--- src/rtl/cmem_drain_pkg.sv ---
package cmem_drain_pkg;
  typedef enum logic [1:0] {
    TGT_NONE  = 2'd0,
    TGT_CRAM  = 2'd1,
    TGT_VSRAM = 2'd2
  } tgt_e;
endpackage

--- src/rtl/drain_rst_sync.sv ---
module drain_rst_sync #(
  parameter int STAGES = 2
) (
  input  logic clk,
  input  logic arst_n,
  output logic srst_n
);
  logic [STAGES-1:0] sync_q;
  logic [STAGES-1:0] sync_d;

  always_comb sync_d = {sync_q[STAGES-2:0], 1'b1};

  always_ff @(posedge clk or negedge arst_n) begin
    if (!arst_n) sync_q <= '0;
    else         sync_q <= sync_d;
  end

  assign srst_n = sync_q[STAGES-1];
endmodule

--- src/rtl/drain_due_gate.sv ---
module drain_due_gate #(
  parameter int TIME_W = 16
) (
  input  logic [TIME_W-1:0] now_i,
  input  logic [TIME_W-1:0] due_i,
  input  logic              valid_i,
  output logic              pop_o
);
  logic [TIME_W-1:0] lag;

  // Wrap-safe: the head is due when now is at or past due in modular order.
  always_comb begin
    lag   = now_i - due_i;
    pop_o = valid_i && !lag[TIME_W-1];
  end
endmodule

--- src/rtl/drain_lane_merge.sv ---
module drain_lane_merge #(
  parameter int W = 16
) (
  input  logic [W-1:0] old_i,
  input  logic [W-1:0] new_i,
  input  logic         partial_i,
  input  logic         odd_i,
  output logic [W-1:0] word_o
);
  localparam int LANE_W = W / 2;

  always_comb begin
    if (!partial_i)  word_o = new_i;
    else if (odd_i)  word_o = {new_i[LANE_W-1:0], old_i[LANE_W-1:0]};
    else             word_o = {old_i[W-1:LANE_W], new_i[LANE_W-1:0]};
  end
endmodule

--- src/rtl/drain_word_ram.sv ---
module drain_word_ram #(
  parameter int DEPTH = 64,
  parameter int W     = 16,
  parameter int IDX_W = 6
) (
  input  logic             clk,
  input  logic             rst_n,
  input  logic             we_i,
  input  logic [IDX_W-1:0] waddr_i,
  input  logic [W-1:0]     wdata_i,
  input  logic [IDX_W-1:0] raddr_a_i,
  output logic [W-1:0]     rdata_a_o,
  input  logic [IDX_W-1:0] raddr_b_i,
  output logic [W-1:0]     rdata_b_o
);
  logic [W-1:0] mem_q [DEPTH];

  for (genvar g = 0; g < DEPTH; g++) begin : g_word
    logic en;
    assign en = we_i && (waddr_i == IDX_W'(g));
    always_ff @(posedge clk or negedge rst_n) begin
      if (!rst_n)  mem_q[g] <= '0;
      else if (en) mem_q[g] <= wdata_i;
    end
  end

  always_comb begin
    rdata_a_o = ({1'b0, raddr_a_i} < (IDX_W+1)'(DEPTH)) ? mem_q[raddr_a_i] : '0;
    rdata_b_o = ({1'b0, raddr_b_i} < (IDX_W+1)'(DEPTH)) ? mem_q[raddr_b_i] : '0;
  end


  write_land_chk: assert property (@(posedge clk) disable iff (!rst_n)
    we_i |=> mem_q[$past(waddr_i)] == $past(wdata_i));
endmodule

--- src/rtl/cmem_drain.sv ---
module cmem_drain #(
  parameter int          TIME_W      = 16,
  parameter int          ADDR_W      = 16,
  parameter int          DATA_W      = 16,
  parameter int          CODE_W      = 4,
  parameter int          CRAM_DEPTH  = 64,
  parameter int          VSRAM_DEPTH = 40,
  parameter int          VSRAM_SPAN  = 64,
  parameter logic [3:0]  CODE_CRAM   = 4'h3,
  parameter logic [3:0]  CODE_VSRAM  = 4'h5,
  localparam int         CIDX_W      = $clog2(CRAM_DEPTH),
  localparam int         VIDX_W      = $clog2(VSRAM_SPAN)
) (
  input  logic              clk,
  input  logic              rst_n,
  input  logic [TIME_W-1:0] now_i,
  input  logic              head_valid_i,
  input  logic [TIME_W-1:0] head_due_i,
  input  logic [ADDR_W-1:0] head_addr_i,
  input  logic [DATA_W-1:0] head_data_i,
  input  logic [CODE_W-1:0] head_code_i,
  input  logic              head_partial_i,
  output logic              pop_o,
  input  logic [CIDX_W-1:0] cram_raddr_i,
  output logic [DATA_W-1:0] cram_rdata_o,
  input  logic [VIDX_W-1:0] vsram_raddr_i,
  output logic [DATA_W-1:0] vsram_rdata_o
);
  import cmem_drain_pkg::*;

  logic              srst_n;
  tgt_e              tgt;
  logic [CIDX_W-1:0] c_idx;
  logic [VIDX_W-1:0] v_idx;
  logic              v_in_range;
  logic              c_we, v_we;
  logic [DATA_W-1:0] c_old, v_old, c_new, v_new;
  logic              unused_hi;

  drain_rst_sync #(.STAGES(2)) u_rst (
    .clk(clk), .arst_n(rst_n), .srst_n(srst_n)
  );

  drain_due_gate #(.TIME_W(TIME_W)) u_due (
    .now_i(now_i), .due_i(head_due_i), .valid_i(head_valid_i), .pop_o(pop_o)
  );

  // Target decode and word indexing
  always_comb begin
    if (head_code_i == CODE_W'(CODE_CRAM))       tgt = TGT_CRAM;
    else if (head_code_i == CODE_W'(CODE_VSRAM)) tgt = TGT_VSRAM;
    else                                         tgt = TGT_NONE;
    c_idx      = head_addr_i[CIDX_W:1];
    v_idx      = head_addr_i[VIDX_W:1];
    v_in_range = ({1'b0, v_idx} < (VIDX_W+1)'(VSRAM_DEPTH));
    c_we       = pop_o && (tgt == TGT_CRAM);
    v_we       = pop_o && (tgt == TGT_VSRAM) && v_in_range;
  end

  assign unused_hi = ^{head_addr_i[ADDR_W-1:VIDX_W+1], head_addr_i[CIDX_W:1]};

  drain_lane_merge #(.W(DATA_W)) u_c_merge (
    .old_i(c_old), .new_i(head_data_i), .partial_i(head_partial_i),
    .odd_i(head_addr_i[0]), .word_o(c_new)
  );

  drain_lane_merge #(.W(DATA_W)) u_v_merge (
    .old_i(v_old), .new_i(head_data_i), .partial_i(head_partial_i),
    .odd_i(head_addr_i[0]), .word_o(v_new)
  );

  drain_word_ram #(.DEPTH(CRAM_DEPTH), .W(DATA_W), .IDX_W(CIDX_W)) u_cram (
    .clk(clk), .rst_n(srst_n), .we_i(c_we), .waddr_i(c_idx), .wdata_i(c_new),
    .raddr_a_i(c_idx), .rdata_a_o(c_old),
    .raddr_b_i(cram_raddr_i), .rdata_b_o(cram_rdata_o)
  );

  drain_word_ram #(.DEPTH(VSRAM_DEPTH), .W(DATA_W), .IDX_W(VIDX_W)) u_vsram (
    .clk(clk), .rst_n(srst_n), .we_i(v_we), .waddr_i(v_idx), .wdata_i(v_new),
    .raddr_a_i(v_idx), .rdata_a_o(v_old),
    .raddr_b_i(vsram_raddr_i), .rdata_b_o(vsram_rdata_o)
  );


  one_target_chk: assert property (@(posedge clk) disable iff (!srst_n)
    $onehot0({c_we, v_we}));


  no_code_match_chk: assert property (@(posedge clk) disable iff (!srst_n)
    (pop_o && head_code_i != CODE_W'(CODE_CRAM) && head_code_i != CODE_W'(CODE_VSRAM))
      |-> !(c_we || v_we));


  vsram_bound_chk: assert property (@(posedge clk) disable iff (!srst_n)
    v_we |-> (int'(head_addr_i[VIDX_W:1]) < VSRAM_DEPTH));


  idle_no_write_chk: assert property (@(posedge clk) disable iff (!srst_n)
    !pop_o |-> !(c_we || v_we));


  pop_needs_head_chk: assert property (@(posedge clk) disable iff (!srst_n)
    !head_valid_i |-> !pop_o);
endmodule

--- config.mk ---
export PLATFORM = sky130hd
export DESIGN_NAME = cmem_drain
export DESIGN_NICKNAME = d
export VERILOG_FILES = /design/src/rtl/cmem_drain_pkg.sv /design/src/rtl/drain_rst_sync.sv /design/src/rtl/drain_due_gate.sv /design/src/rtl/drain_lane_merge.sv /design/src/rtl/drain_word_ram.sv /design/src/rtl/cmem_drain.sv
export SDC_FILE = /design/constraint.sdc
export NUM_CORES = 2
export LEC_CHECK = 0
export BUFFER_PORTS_ARGS = -buffer_cell sky130_fd_sc_hd__buf_2
export CORE_MARGIN = 3
export CORE_UTILIZATION = 30
export CTS_CLUSTER_DIAMETER = 120
export DETAILED_ROUTE_END_ITERATION = 6
export GPL_ROUTABILITY_DRIVEN = 0
export PLACE_DENSITY = 0.47
export SYNTH_ARGS = -nofsm -noshare
export SYNTH_HDL_FRONTEND = slang
export SYNTH_SLANG_ARGS = --single-unit
--- constraint.sdc ---
create_clock -name clk -period 51.2 [get_ports clk]
set_input_delay 7.68 -clock clk [delete_from_list [all_inputs] [get_ports clk]]
set_output_delay 7.68 -clock clk [all_outputs]
set_load 0.03 [all_outputs]
# Yosys cells after proc, flatten, opt, wreduce, memory -nomap -nowiden
# Index checks and enable logic that the tools add are counted.
# Widths: inputs -> output; s select.
# totals
reg_bits	1666
in_bits	84
out_inout_bits	33
elab_cells	311
# classes
addsub	1
n_lt_le_gt_ge	5
eq_ne	67
muxes	20
bitwise_logic	3
n_reduce_logical	110
# ops
operator	n
$bmux 16 s6	4
$mux 16	14
$eq 6x6->1 const B	32
$logic_and 1x1->1	108
$eq 6x5->1 const B	16
$eq 6x4->1 const B	8
$eq 6x3->1 const B	4
$ge 7x7->1 const B	3
$not 6->7	3
$sub 16x16->16	1
$eq 6x2->1 const B	2
$lt 6x6->1 const B	2
$eq 6x1->1 const B	1
$logic_not 6->1	1
$eq 4x2->1 const B	1
$eq 4x3->1 const B	1
$mux 2	2
$eq 2x1->1 const B	1
$eq 2x2->1 const B	1
$logic_not 1->1	1

# Longest topological paths before layout
# logic_depth
ltp_word	7
mapped_depth	15
depth_no_buf	9

# Modules after synthesis
# Synthesis repeated with hierarchy kept, for this count alone.
# hier_totals
hier_cells	6011
hier_area_um2	90326.6
# modules_own_cells
module	n_inst	cells_each	area_per_inst_um2	seq_area_each_um2
drain_word_ram at u_cram	1	3527	54594.9	25624.6
drain_word_ram at u_vsram	1	2349	34619.5	16015.4
drain_lane_merge	2	36	316.6	0.0
drain_due_gate	1	56	387.9	0.0
drain_rst_sync	1	3	53.8	50.0
cmem_drain	1	4	37.5	0.0

# Least setup slack after synthesis
# No wires, ideal clock.
# synth_timing
kind	input port to output port
start	input port cram_raddr_i[0]
end	output port cram_rdata_o[0]
t_arrival_ns	10.206
required_time_ns	43.520
path_slack_ns	33.314
path_stages	6
path_buffers	3
cell_sequence	clkbuf_1 -> buf_2 -> buf_1 -> mux4_2 -> mux4_2 -> mux4_2
# synth_via
elab_chain_len	4
# synth_lines
item	line_no	rtl
from (decl)	cmem_drain.sv:24	input logic [CIDX_W-1:0] cram_raddr_i,
$not 6->7 (not written as such)	drain_word_ram.sv:29	rdata_b_o = ({1'b0, raddr_b_i} < (IDX_W+1)'(DEPTH)) ? mem_q[raddr_b_i] : '0;
$bmux 16 s6	drain_word_ram.sv:29	
$mux 16 (not written as such) (2 in a row)	drain_word_ram.sv:29	
to (decl)	cmem_drain.sv:25	output logic [DATA_W-1:0] cram_rdata_o,
# Every way passes these cells. The select of a mux whose other input is x is not followed.

# Worst setup path after layout
# layout_timing
start	input port cram_raddr_i[0]
end	output port cram_rdata_o[11]
# Same word-level chain as after synthesis.

==> impl_metrics.py <==
metrics = {
    "critical_path": {
        "crit_type": "input pin to primary output",
        "cp_common_cell": "mux4_2",
        "slowest_stage": "buf_4",
        "worstSetupEndpointType": "primary output",
        "crit_arrival_ns": 11.79,
        "cp_slowest_stage_delay_ns": 0.79,
        "path_max_fanout": 40,
        "crit_chain": "buf_8, buf_4, buf_4, mux4_2, mux4_2, mux4_2, buf_2",
        "required_ns": 43.52,
        "startpoint_type": "input pin",
    },
    "cts": {
        "clock_tree.buffer_depth": 4,
        "post_cts_resized": 0,
        "cts_inserted_buffers": 201,
        "cts_tree": "built",
        "holdBufCountCts": 0,
        "clock-sinks": 1666,
        "clk_latency_ns": 0.85,
        "path_clk_slew_ns": 0.05,
        "htreeDepth": 4,
        "cts_setup_buffers": 0,
        "root_buffer": "clkbuf_16",
    },
    "drt": {
        "wl_per_cell_microns": 27.5,
        "drcViolationCount": 0,
        "via_count": 66200,
        "drt_iter0_drc": 6796,
        "ant_nets": 0,
        "routed_via_density": 5.71,
        "wl_microns": 319000,
        "dr.pass1.iters": 6,
    },
    "cells_and_area": {
        "final_cell_area_sq_um": 99300,
        "fillers": 29400,
        "nNetsFinal": 7620,
        "drive_gt1_share_pct": 19.9,
        "synthToLayoutAreaGrowth_pct": 11.1,
    },
    "yosys": {
        "ys.flop_type": "dfrtp_1",
        "synth_fa_ha_area_share_pct": 0.196,
        "synth_top_family_by_area": "multiplexers",
        "ys_types": 69,
        "synth_mux_area_share_pct": 25.8,
        "seq_area_frac_synth_pct": 46.7,
        "synth_area_sq_um": 89400,
        "synth_compound_area_share_pct": 15.5,
        "synth_edf_count": 0,
        "yosys_register_bits": 1666,
        "synth-xor-area-share_pct": 0.0196,
        "synth_top_area_share_pct": 46.7,
        "yosys_warnings": 0,
        "yosys.area_share.simple_pct": 6.56,
        "synth_area_per_cell_sq_um": 11.3,
        "async_flop_share_pct": 100,
        "netlist_top_cells_area": "dfrtp_1 (47%), mux4_2 (20%), mux2i_1 (5.3%), nand2_1 (4.5%), o21ai_0 (3.9%)",
        "synth_top_area_cell": "dfrtp_1",
        "synth.most_common_cell": "dfrtp_1",
        "synthesis.nets": 8000,
        "synth_top_cells_by_count": "dfrtp_1 (1666), nand2_1 (1071), mux4_2 (805)",
        "syn_inst": 7902,
    },
    "floorplan": {
        "die_h_microns": 552,
        "pin_count": 117,
        "core_sq_um": 295000,
        "die_w_microns": 552,
        "dieArea_sq_um": 304000,
        "start_util_pct": 30.3,
        "num_rows": 199,
    },
    "timing": {
        "max_slew_margin_pct": 14.1,
        "finalHoldViolCount": 0,
        "slew_violations": 0,
        "setup_tns_ns": 0,
        "layout_min_cycle_time_ns": 19.47,
        "setup_ws_ns": 31.73,
        "fmax_mhz": 51.4,
        "fin_crit_sh_pct": 38.0,
        "max_slew.worst_pin.slew_ns": 1.29,
        "setup_violations": 0,
        "rsz0062_at_grt": "no",
        "skew_ns": 0.0398,
        "holdWs_ns": 0.345,
    },
    "power_and_ir_drop": {
        "p_comb_share_pct": 8.9,
        "p_sw_uw": 787,
        "peakVddDrop_v": 0.0000230,
        "p_seq_share_pct": 43.9,
        "leakage_uw": 0.0423,
        "p_int_uw": 2250,
        "p_sw_share_pct": 25.9,
        "p_per_area_nw_per_um2": 30.6,
        "clkPwrFrac_pct": 47.2,
    },
    "hold_path": {
        "holdCritPathClass": "flop to flop",
    },
    "global_routing": {
        "grt_pass1_wl_microns": 469000,
        "antenna_found_initial": 21,
        "grt_use_total_pct": 20.6,
        "grt.overflow.total": 0,
        "grt_max_degree": 170,
        "grt_pass1_vias": 65500,
    },
    "run_status": {
        "status": "finished clean",
    },
    "placed_design": {
        "dpl_cell_area_sq_um": 92800,
        "pre_cts_ws_ns": 31.63,
        "dp_hpwl_microns": 194000,
        "io_buffers": 107,
    },
    "job": {
        "max_cap_violations": 0,
    },
}
-- flip-flops by register name, indices dropped and copies added, names as in the netlist --
register / cells
u_rst.sync_q: 2
u_cram.mem_q: 1024
u_vsram.mem_q: 640
-- metal layers --
layer / up-vias / part of all wire [%] / track usage (%) / wire length (microns)
met2: 2321 / 46 / 32.2 / 145000
li1: 28800 / - / - / -
met3: 500 / 6.4 / 3.20 / 20400
met4: 2 / 3.4 / 6.53 / 10900
met5: - / 0.0041 / 0 / 13
met1: 34600 / 45 / 29.5 / 142000
-- power by group through the flow --
stage | registers [uW] | logic (uW) | clock network (uW)
2_1_floorplan | 1380 | 164 | 0
6_report | 1330 | 269 | 1440
3_3_place_gp | 1360 | 269 | 0
4_1_cts | 1330 | 271 | 1470
5_1_grt | 1340 | 288 | 1520
3_5_place_dp | 1360 | 270 | 0
-- placed cells by master, fill, tap and decap left out, drive strengths merged, types with 24 or more instances in the layout --
| cell | Yosys | layout |
|---|---|---|
| mux4 | 805 | 805 |
| nor3 | 38 | 38 |
| dfrtp | 1666 | 1666 |
| buf | 412 | 320 |
| a31oi | 484 | 484 |
| a21oi | 651 | 651 |
| nor2 | 184 | 184 |
| nand2 | 1078 | 1078 |
| clkbuf | 493 | 315 |
| mux2i | 471 | 471 |
| o211ai | 64 | 64 |
| inv | 143 | 147 |
| o21ai | 993 | 993 |
| a22oi | 122 | 122 |
| o22ai | 39 | 39 |
| nand3 | 24 | 24 |
-- final timing paths --
check | start | end | slack, ns | cells after the start
setup / recovery | cram_raddr_i[0] | cram_rdata_o[11] | 31.73 | 7
hold / removal | u_rst.sync_q[0] | u_rst.sync_q[1] | 0.35 | 0
setup reg to reg | u_rst.sync_q[1] | u_cram.mem_q[730] | 46.80 | 4
hold reg to reg | u_rst.sync_q[0] | u_rst.sync_q[1] | 0.35 | 0
max in group asynchronous | rst_n | u_rst.sync_q[1] | 44.45 | 1
min in group asynchronous | u_rst.sync_q[1] | u_cram.mem_q[114] | 0.42 | 0
-- cell type report --
class | instances | area, sq um | area share, %
Inverter | 144 | 541 | 0.544
Sequential cell | 1666 | 41700 | 42.0
Multi-Input combinational cell | 5187 | 43200 | 43.6
Tap cell | 3919 | 4900 | 4.94
Clock buffer | 313 | 6110 | 6.15
Antenna cell | 7 | 17.5 | 0.0176
Clock inverter | 35 | 393 | 0.396
Timing Repair Buffer | 322 | 2380 | 2.40
-- worst max-delay path, delay by kind of cell --
kind,cells,cell delay [ns]
buf+inv,4,2.14
mux,3,1.77
-- cell families after synthesis --
logic type	count (synthesis)
compound gates	2444
xor+xnor	2
fa+ha+maj	14
buf+inv	1049
flops	1666
mux	1297
other cells	1
simple gates	1429
-- metrics by stage --
step	instances	util [%]	total power, uW
6_report	11600	33.6	3040
3_3_place_gp	11200	31.4	1630
2_1_floorplan	7902	-	1540
5_1_grt	11600	33.6	3140
3_5_place_dp	11200	31.4	1630
4_1_cts	11600	33.6	3070
Note: power is estimated with default switching activity, not from simulation.
